## src/rtl/baud_pkg.sv

```systemverilog
package baud_pkg;
  localparam int CFG_W      = 32;
  localparam int DIV_W      = 23;
  localparam int B_USE_FLD  = 23;
  localparam int B_USE_XTAL = 24;
  localparam int B_NO_PDIV  = 26;
  localparam int B_PDIV2    = 27;

  typedef enum logic [1:0] {
    PD_DIV3 = 2'd0,
    PD_DIV2 = 2'd1,
    PD_NONE = 2'd2
  } prediv_e;

  // divide by 2 outranks no pre-division
  function automatic prediv_e pick_prediv(input logic [CFG_W-1:0] c);
    if (c[B_PDIV2])        return PD_DIV2;
    else if (c[B_NO_PDIV]) return PD_NONE;
    else                   return PD_DIV3;
  endfunction
endpackage

```

## src/rtl/baud_src_sel.sv

```systemverilog
module baud_src_sel (
  input  logic use_xtal,
  input  logic xtal_en,
  input  logic alt_en,
  output logic src_en
);
  always_comb src_en = use_xtal ? xtal_en : alt_en;
endmodule

```

## src/rtl/baud_prediv.sv

```systemverilog
module baud_prediv
  import baud_pkg::*;
(
  input  logic    clk,
  input  logic    rst,
  input  logic    restart,
  input  prediv_e mode,
  input  logic    src_en,
  output logic    pre_en
);
  logic [1:0] phase;
  logic [1:0] last;

  always_comb begin
    unique case (mode)
      PD_DIV2: last = 2'd1;
      PD_NONE: last = 2'd0;
      default: last = 2'd2;
    endcase
  end

  always_ff @(posedge clk) begin
    if (rst || restart) begin
      phase  <= '0;
      pre_en <= 1'b0;
    end else if (src_en) begin
      pre_en <= (phase >= last);
      phase  <= (phase >= last) ? 2'd0 : phase + 2'd1;
    end else begin
      pre_en <= 1'b0;
    end
  end


  always @(posedge clk)
    if (!rst) pre_from_src_chk: assert property (disable iff (rst) pre_en |-> $past(src_en));


  always @(posedge clk)
    if (!rst) phase_bound_chk: assert property (disable iff (rst) phase <= 2'd2);
endmodule

```

## src/rtl/baud_reload_cnt.sv

```systemverilog
module baud_reload_cnt #(
  parameter int DIV_W = 23
) (
  input  logic             clk,
  input  logic             rst,
  input  logic [DIV_W-1:0] rst_div,
  input  logic             restart,
  input  logic [DIV_W-1:0] restart_div,
  input  logic [DIV_W-1:0] run_div,
  input  logic             step,
  output logic             tick
);
  logic [DIV_W-1:0] cnt;

  always_ff @(posedge clk) begin
    if (rst) begin
      cnt  <= rst_div;
      tick <= 1'b0;
    end else if (restart) begin
      cnt  <= restart_div;
      tick <= 1'b0;
    end else if (step) begin
      if (cnt == '0) begin
        cnt  <= run_div;
        tick <= 1'b1;
      end else begin
        cnt  <= cnt - 1'b1;
        tick <= 1'b0;
      end
    end else begin
      tick <= 1'b0;
    end
  end


  property tick_needs_step_p;
    @(posedge clk) disable iff (rst) tick |-> $past(step);
  endproperty
  tick_from_step_chk: assert property (tick_needs_step_p);


  property cnt_in_range_p;
    @(posedge clk) disable iff (rst) !$past(rst) |-> cnt <= run_div;
  endproperty
  cnt_range_chk: assert property (cnt_in_range_p);
endmodule

```

## src/rtl/baud_tick_gen.sv

```systemverilog
module baud_tick_gen
  import baud_pkg::*;
#(
  parameter int RST_DIV = 4,
  parameter int FIX_DIV = 7
) (
  input  logic             clk,
  input  logic             rst,
  input  logic             xtal_en,
  input  logic             alt_en,
  input  logic             cfg_we,
  input  logic [CFG_W-1:0] cfg_wdata,
  output logic             bit_tick
);
  localparam logic [DIV_W-1:0] RST_DIV_V = DIV_W'(RST_DIV);
  localparam logic [DIV_W-1:0] FIX_DIV_V = DIV_W'(FIX_DIV);
  localparam logic [CFG_W-1:0] CFG_RST   =
      (CFG_W'(1) << B_USE_FLD) | (CFG_W'(1) << B_USE_XTAL) | CFG_W'(RST_DIV_V);

  logic [CFG_W-1:0] cfg_q;
  logic             src_en;
  logic             pre_en;
  prediv_e          mode;
  logic [DIV_W-1:0] run_div;
  logic [DIV_W-1:0] new_div;

  always_ff @(posedge clk) begin
    if (rst)         cfg_q <= CFG_RST;
    else if (cfg_we) cfg_q <= cfg_wdata;
  end

  // a write takes effect in the same edge: the restart loads from wdata
  always_comb begin
    mode    = cfg_we ? pick_prediv(cfg_wdata) : pick_prediv(cfg_q);
    run_div = cfg_q[B_USE_FLD] ? cfg_q[DIV_W-1:0] : FIX_DIV_V;
    new_div = cfg_wdata[B_USE_FLD] ? cfg_wdata[DIV_W-1:0] : FIX_DIV_V;
  end

  baud_src_sel u_sel (
    .use_xtal (cfg_q[B_USE_XTAL]),
    .xtal_en  (xtal_en),
    .alt_en   (alt_en),
    .src_en   (src_en)
  );

  baud_prediv u_pdiv (
    .clk     (clk),
    .rst     (rst),
    .restart (cfg_we),
    .mode    (mode),
    .src_en  (src_en),
    .pre_en  (pre_en)
  );

  baud_reload_cnt #(.DIV_W(DIV_W)) u_cnt (
    .clk         (clk),
    .rst         (rst),
    .rst_div     (RST_DIV_V),
    .restart     (cfg_we),
    .restart_div (new_div),
    .run_div     (run_div),
    .step        (pre_en),
    .tick        (bit_tick)
  );


  property no_tick_after_write_p;
    @(posedge clk) disable iff (rst) cfg_we |=> !bit_tick;
  endproperty
  write_quiet_chk: assert property (no_tick_after_write_p);


  property cfg_capture_p;
    @(posedge clk) disable iff (rst) cfg_we |=> cfg_q == $past(cfg_wdata);
  endproperty
  cfg_capture_chk: assert property (cfg_capture_p);


  property idle_src_quiet_p;
    @(posedge clk) disable iff (rst) (!src_en && !cfg_we) |=> !$rose(u_pdiv.pre_en);
  endproperty
  idle_src_chk: assert property (idle_src_quiet_p);
endmodule

```

## config.mk

```make
export PLATFORM = sky130hd
export DESIGN_NAME = baud_tick_gen
export DESIGN_NICKNAME = d
export VERILOG_FILES = /design/src/rtl/baud_pkg.sv /design/src/rtl/baud_src_sel.sv /design/src/rtl/baud_prediv.sv /design/src/rtl/baud_reload_cnt.sv /design/src/rtl/baud_tick_gen.sv
export SDC_FILE = /design/constraint.sdc
export NUM_CORES = 1
export LEC_CHECK = 0
export BUFFER_PORTS_ARGS = -buffer_cell sky130_fd_sc_hd__buf_2
export CORE_UTILIZATION = 40
export CTS_CLUSTER_DIAMETER = 30
export DETAILED_ROUTE_END_ITERATION = 10
export MAX_ROUTING_LAYER = met4
export SLEW_MARGIN = 40
export SYNTH_ARGS = -nofsm -noshare
export SYNTH_HDL_FRONTEND = slang
export SYNTH_HIERARCHICAL = 1
export SYNTH_SLANG_ARGS = --single-unit
export TNS_END_PERCENT = 100
```

## constraint.sdc

```tcl
create_clock -name clk -period 2.12 [get_ports clk]
set_clock_uncertainty 0.15 [all_clocks]
set_input_delay 0.636 -clock clk [delete_from_list [all_inputs] [get_ports clk]]
set_output_delay 0.636 -clock clk [all_outputs]
set_load 0.01 [all_outputs]
```

Yosys cells after proc, flatten, opt, wreduce, memory -nomap -nowiden
Cells that the tools add are included.
{"block": "totals", "regBits": 55, "in_bits": 37, "output_inout_bits": 1, "elab_cells": 31}
{"block": "op_classes", "add_sub_neg": 2, "n_lt_le_gt_ge": 1, "eq_ne": 2, "n_mux": 14, "bitwise_logic": 2, "n_reduce_logical": 5}
{"cell": "$mux W23", "n": 5}
{"cell": "$logic_not A23 Y1", "n": 1}
{"cell": "$sub A23 B1 Y23 const B", "n": 1}
{"cell": "$mux W2", "n": 6}
{"cell": "$pmux W2 S2", "n": 1}
{"cell": "$reduce_or A3 Y1", "n": 1}
{"cell": "$add A2 B1 Y2 const B", "n": 1}
{"cell": "$eq A2 B1 Y1 const B", "n": 1}
{"cell": "$eq A2 B2 Y1 const B", "n": 1}
{"cell": "$ge A2 B2 Y1", "n": 1}
{"cell": "$mux W1", "n": 2}
{"cell": "$not A1 Y1", "n": 2}
{"cell": "$reduce_bool A2 Y1", "n": 1}
{"cell": "$reduce_or A2 Y1", "n": 1}
{"cell": "$logic_or A1 B1 Y1", "n": 1}

Logic depth before layout (Yosys ltp)
{"block": "depth", "ltp_word": 7, "depth_mapped": 9, "ltp_nobuf": 8}

By module
The synthesis kept the hierarchy.
{"mod": "baud_reload_cnt", "n_inst": 1, "cells_each": 193, "area_each_um2": 1868.0, "seq_area_each_um2": 710.7}
{"mod": "baud_tick_gen", "n_inst": 1, "cells_each": 142, "area_each_um2": 1341.3, "seq_area_each_um2": 540.5}
{"mod": "baud_prediv", "n_inst": 1, "cells_each": 21, "area_each_um2": 200.2, "seq_area_each_um2": 60.1}
{"mod": "baud_src_sel", "n_inst": 1, "cells_each": 1, "area_each_um2": 15.0, "seq_area_each_um2": 0.0}

Worst setup path after synthesis
No wires, ideal clock.
{"block": "synth_path", "path_kind": "input port to flip-flop", "start": "input port cfg_we", "end": "register u_pdiv.pre_en", "setup_time_ps": 116, "arrival_ps": 1989, "t_required_ps": 1854, "setup_slack_ps": -135, "path_stages": 9, "path_buffers": 2, "cell_sequence": "buf_6 -> buf_12 -> a32o_1 -> inv_1 -> ha_1 -> ha_1 -> nand2b_4 -> a21o_1 -> and3_1"}
{"block": "synth_between", "elab_chain_cells": 4, "word_cells_on_any_way": 7, "cone_classes": "order compare: 1; eq/ne: 2; mux: 2; reduce/logical: 2"}
{"element": "start, declared", "line_no": "baud_tick_gen.sv:11", "source": "input logic cfg_we,"}
{"element": "$mux W2 (*)", "line_no": "baud_tick_gen.sv:34", "source": "mode = cfg_we ? pick_prediv(cfg_wdata) : pick_prediv(cfg_q);"}
{"element": "via mode[1]", "line_no": "baud_tick_gen.sv:23", "source": "prediv_e mode;"}
{"element": "$eq A2 B2 Y1 or $eq A2 B1 Y1 (tied branches)", "line_no": "baud_prediv.sv:15", "source": "unique case (mode)"}
{"element": "$pmux W2 S2 (*)", "line_no": "baud_prediv.sv:15"}
{"element": "$ge A2 B2 Y1 (*)", "line_no": "baud_prediv.sv:27", "source": "pre_en <= (phase >= last);"}
{"element": "end signal, assigned", "line_no": "baud_prediv.sv:27"}
{"element": "end, declared", "line_no": "baud_prediv.sv:9", "source": "output logic pre_en"}
The timed path passes the listed nets; every way through them passes the cells marked *.
A chain may end at the register's enable or synchronous reset.

Final worst setup path
{"block": "layout_path", "start": "register u_cnt.cnt[1]", "end": "register u_cnt.cnt[20], data pin"}
{"block": "layout_between", "elab_chain_cells": 4, "word_cells_on_any_way": 5, "cone_classes": "add/sub: 1; mux: 3; reduce/logical: 1"}
{"element": "start, declared", "line_no": "baud_reload_cnt.sv:13", "source": "logic [DIV_W-1:0] cnt;"}
{"element": "start signal, assigned", "line_no": "baud_reload_cnt.sv:17", "source": "cnt <= rst_div;"}
{"element": "start signal, assigned", "line_no": "baud_reload_cnt.sv:20", "source": "cnt <= restart_div;"}
{"element": "start signal, assigned", "line_no": "baud_reload_cnt.sv:24", "source": "cnt <= run_div;"}
{"element": "$sub A23 B1 Y23 or $logic_not A23 Y1 (tied branches)", "line_no": "baud_reload_cnt.sv:27, baud_reload_cnt.sv:23"}
{"element": "$mux W23 (*)", "line_no": "baud_reload_cnt.sv:23", "source": "if (cnt == '0) begin"}
{"element": "$mux W23 (*)", "line_no": "baud_reload_cnt.sv:22", "source": "end else if (step) begin"}
{"element": "$mux W23 (*)", "line_no": "baud_reload_cnt.sv:19", "source": "end else if (restart) begin"}
Mark *: on every way between the ends. The rest lies on a longest branch, timed or not. The select of a mux whose other input is x is not followed.

==> run_results.csv <==
group,metric,value,unit
routing,final_antenna_net_count,0,
place,portBuffers,32,
floorplan,width_of_the_die,94.53,µm
synth,post_synth_edffs,23,
floorplan,site_row_count,33,
sta,maxClockFrequency,455.7,MHz
synth,postSynthRegisterBits,54,
synth,synthCells,357,
routing,wl_met1,4.177,mm
hold_path,worst_hold_path_type,"reg2reg",
hold_path,whs_endpoint,"cfg_q[14]$_SDFFE_PP0P_",
synth,synth_largest_type_area_fraction,0.2017,
setup_path,element_type_at_the_critical_path_start,"flip-flop",
routing,drt_iter0_markers,145,
cts,postCtsHoldBufs,0,
synth,cell_type_contributing_the_most_total_cell_area_after_synthesis,"sky130_fd_sc_hd__edfxtp_1",
setup_path,cp_max_fo,8,
setup_path,reg2reg_to,"u_cnt/cnt[20]$_DFFE_PP_",
sta,rsz0062_at_grt,"true",
final_layout,final_design_area_no_fill,4413,µm²
global_routing,grt_antenna_before_repair,0,
pwr,power.density_cell_area,556.2,nW/µm²
place,finalWeightedCongestion,0.8327,
synth,postSynthAreaPerCell,9.593,µm²
floorplan,placeableCoreArea,8258,µm²
global_routing,first_global_vias,2735,
synth,async_reset_ff_frac,0,
final_layout,utilization,0.5344,
place,post-dp-hpwl,5.949,mm
final_layout,fillers,788,
cts,clk_root_buf,"sky130_fd_sc_hd__clkbuf_8",
routing,wl_met2,4.044,mm
synth,yosys-top-cells-area,"sky130_fd_sc_hd__edfxtp_1 (20%), sky130_fd_sc_hd__dfxtp_1 (18%), sky130_fd_sc_hd__mux2i_1 (7.6%), sky130_fd_sc_hd__and2_1 (7.3%), sky130_fd_sc_hd__nor2_1 (3.4%)",
setup_path,r2r_path_start,"u_cnt/cnt[1]$_DFFE_PP_",
cts,cts_bufs_inserted,5,
floorplan,floorplan.initialDensity,0.4147,
sta,endpoints_failing_setup,18,
pwr,cellLeakagePower,1.836,nW
routing,detail_route.drc_violations,0,
hold_path,startpoint_of_the_worst_hold_path,"cfg_q[14]$_SDFFE_PP0P_",
final_layout,drive_gt1_frac,0.3319,
routing,wl_per_cell,15.16,µm
cts,cts.path.max_buffers,2,
sta,slew_violations,0,
global_routing,grt_use_total,0.1973,
floorplan,vertical_extent_of_the_die,94.53,µm
setup_path,cp_data_arrival_time,2.11,ns
sta,max_slew_margin,0.5025,
synth,synth.cell_area,3425,µm²
global_routing,grt_start_max_net_pins,44,
cts,clock_latency,0.31,ns
run,drv.max_cap_violation_count,0,
routing,drt-total-wl,8.444,mm
cts,cts_num_sinks,54,
place,place_area,4076,µm²
status,violations,"setup timing",
floorplan,die_area,8935,µm²
sta,period_needed,2.195,ns
sta,worst_slack,-0.07462,ns
sta,tightestPinTransition,0.7447,ns
synth,synth_sequential_area_ratio,0.3829,
routing,highest-signal-layer,"met4",
global_routing,wire_length_of_the_first_global_routing_pass,13.36,mm
synth,yosys_most_used_dff,"sky130_fd_sc_hd__dfxtp_1",
routing,dr_wl_met3,171,µm
sta,timing.final.hold_violations,0,
pwr,worst_ir_drop_vdd,314.4,µV
setup_path,worst_r2r_path_depth,6,
hold_path,worstHoldPathCells,2,
final_layout,number_of_antenna_cells_inserted,0,
sta,hold-worst-slack,0.3414,ns
routing,route.detailed.vias_per_inst,5.023,
setup_path,reg2reg_setup_slack,-0.07,ns
routing,drt-pass1-iter-count,4,
floorplan,io_pins,38,
setup_path,critPathRequiredTime,2.04,ns
status,status,"finished, violations left",
sta,period_share,1.035,
routing,routed_vias,2798,
final_layout,areaGrowthSynthToFinish,28.86,%
synth,synth-warning-count,6,
cts,cts_tree,"yes",
final_layout,post_layout_nets,493,
synth,synth.lib_cells_used.distinct,60,
cts,clock_tree.htree_level_count,2,
setup_path,worstSetupPathType,"reg2reg",
global_routing,overflow,0,
setup_path,crit_path_end_kind,"flip-flop",
cts,cts.reportedPaths.clkPinSlew,0.09,ns
==> cell families (layout without fill, tap and decap cells) <==
kind of cell | count (synthesis) | count (layout) | synth area share
AO/OA/AOI/OAI | 79 | 79 | 0.1534
adder cells (fa/ha/maj) | 5 | 5 | 0.01827
buffers and inverters | 29 | 103 | 0.05626
flip-flops | 54 | 54 | 0.3829
other | 2 | 23 | 0.002193
XOR/XNOR | 14 | 14 | 0.03581
AND/OR/NAND/NOR | 145 | 145 | 0.2642
multiplexers | 29 | 29 | 0.08695
==> state kept, by name, summed over array words and instances, names as in the netlist <==
| signal | flops |
|---|---|
| cfg_q | 27 |
| u_cnt/cnt | 23 |
| u_cnt/tick | 1 |
| u_pdiv/phase | 2 |
| u_pdiv/pre_en | 1 |
==> critical path, stage by stage, from the launching register on <==
cell	delay, ns
sky130_fd_sc_hd__edfxtp_1	0.43
sky130_fd_sc_hd__inv_2	0.10
sky130_fd_sc_hd__ha_4	0.13
sky130_fd_sc_hd__or4b_4	0.56
sky130_fd_sc_hd__o31a_1	0.34
sky130_fd_sc_hd__nor3_2	0.16
sky130_fd_sc_hd__o21ai_1	0.07
==> metal layers <==
metal / vias up / global-route usage
met3: 4 / 0.02576
met5: - / -
li1: 1454 / -
met4: 0 / 0.03914
met1: 1310 / 0.2636
met2: 30 / 0.3213
==> metrics by stage <==
| step | power [mW] | worst slack [ns] | TNS [ns] | instances |
|---|---|---|---|---|
| floorplan | 1.616 | -0.09951 | -0.2139 | 378 |
| global placement | 1.812 | -0.1919 | -1.043 | 541 |
| detailed placement | 1.826 | -0.2274 | -1.482 | 541 |
| CTS | 2.432 | -0.07979 | -0.3383 | 550 |
| global route | 2.580 | -0.1595 | -2.226 | 557 |
| finish | 2.455 | -0.07462 | -0.5689 | 557 |
==> worst max path at each step <==
stage / start / slack (ns) / cells after the start / to
floorplan: cfg_we / -0.1 / 9 / u_pdiv/pre_en$_SDFF_PP0_
global placement: cfg_we / -0.19 / 7 / u_pdiv/pre_en$_SDFF_PP0_
detailed placement: cfg_we / -0.23 / 7 / u_pdiv/phase[1]$_SDFFE_PP0P_
CTS: u_cnt/cnt[1]$_DFFE_PP_ / -0.08 / 8 / u_cnt/cnt[14]$_DFFE_PP_
global route: u_cnt/cnt[1]$_DFFE_PP_ / -0.16 / 7 / u_cnt/cnt[14]$_DFFE_PP_
finish: u_cnt/cnt[1]$_DFFE_PP_ / -0.07 / 6 / u_cnt/cnt[20]$_DFFE_PP_
==> Yosys cell counts, types with 4 or more instances <==
cell / n
sky130_fd_sc_hd__nor3_1: 18
sky130_fd_sc_hd__nand2_1: 7
sky130_fd_sc_hd__ha_1: 5
sky130_fd_sc_hd__nor4_2: 6
sky130_fd_sc_hd__and2_1: 40
sky130_fd_sc_hd__inv_1: 6
sky130_fd_sc_hd__nand3b_1: 4
sky130_fd_sc_hd__edfxtp_1: 23
sky130_fd_sc_hd__xnor2_1: 8
sky130_fd_sc_hd__dfxtp_1: 31
sky130_fd_sc_hd__buf_6: 4
sky130_fd_sc_hd__xor2_1: 6
sky130_fd_sc_hd__nand2b_1: 7
sky130_fd_sc_hd__o22ai_1: 9
sky130_fd_sc_hd__o21ai_1: 21
sky130_fd_sc_hd__clkbuf_1: 11
sky130_fd_sc_hd__o21ai_0: 9
sky130_fd_sc_hd__nor4_1: 4
sky130_fd_sc_hd__nor2_1: 31
sky130_fd_sc_hd__a211oi_1: 7
sky130_fd_sc_hd__mux2i_1: 26
sky130_fd_sc_hd__a22oi_1: 13
==> power breakdown <==
part | switching (mW) | internal (mW)
clock | 0.333 | 0.264
sequential | 0.0728 | 1.18
combinational | 0.295 | 0.309
==> layout make-up <==
cell class | instances | area (µm²) | share of cell area
flip-flops and latches | 54 | 1311 | 0.2971
clock buffers | 7 | 86.33 | 0.01956
inverters | 7 | 26.28 | 0.005954
repair buffers | 88 | 660.6 | 0.1497
multi-input cells | 295 | 2192 | 0.4967
well taps | 105 | 131.4 | 0.02977
clock inverters | 1 | 5.005 | 0.001134
==> repair_timing <==
item                                    4_1_cts  5_1_grt
pin swaps                                     5        9
resized for setup                            10       24
endpoints found under the setup margin       15       22
cloned                                        0        3
setup buffers                                 1        5
==> placed cells by master, fill, tap and decap left out, types with 7 or more instances in the layout <==
cell and count:
sky130_fd_sc_hd__a22oi_1 13, sky130_fd_sc_hd__and2_1 40, sky130_fd_sc_hd__buf_2 32, sky130_fd_sc_hd__buf_4 49, sky130_fd_sc_hd__conb_1 23, sky130_fd_sc_hd__dfxtp_1 31
sky130_fd_sc_hd__edfxtp_1 23, sky130_fd_sc_hd__mux2i_1 26, sky130_fd_sc_hd__nand2b_1 7, sky130_fd_sc_hd__nor2_1 31, sky130_fd_sc_hd__nor3_1 9, sky130_fd_sc_hd__nor3_2 8
sky130_fd_sc_hd__o21ai_1 14, sky130_fd_sc_hd__o21ai_2 9, sky130_fd_sc_hd__o22ai_1 9, sky130_fd_sc_hd__xnor2_1 8
(Power assumes the default switching activity.)
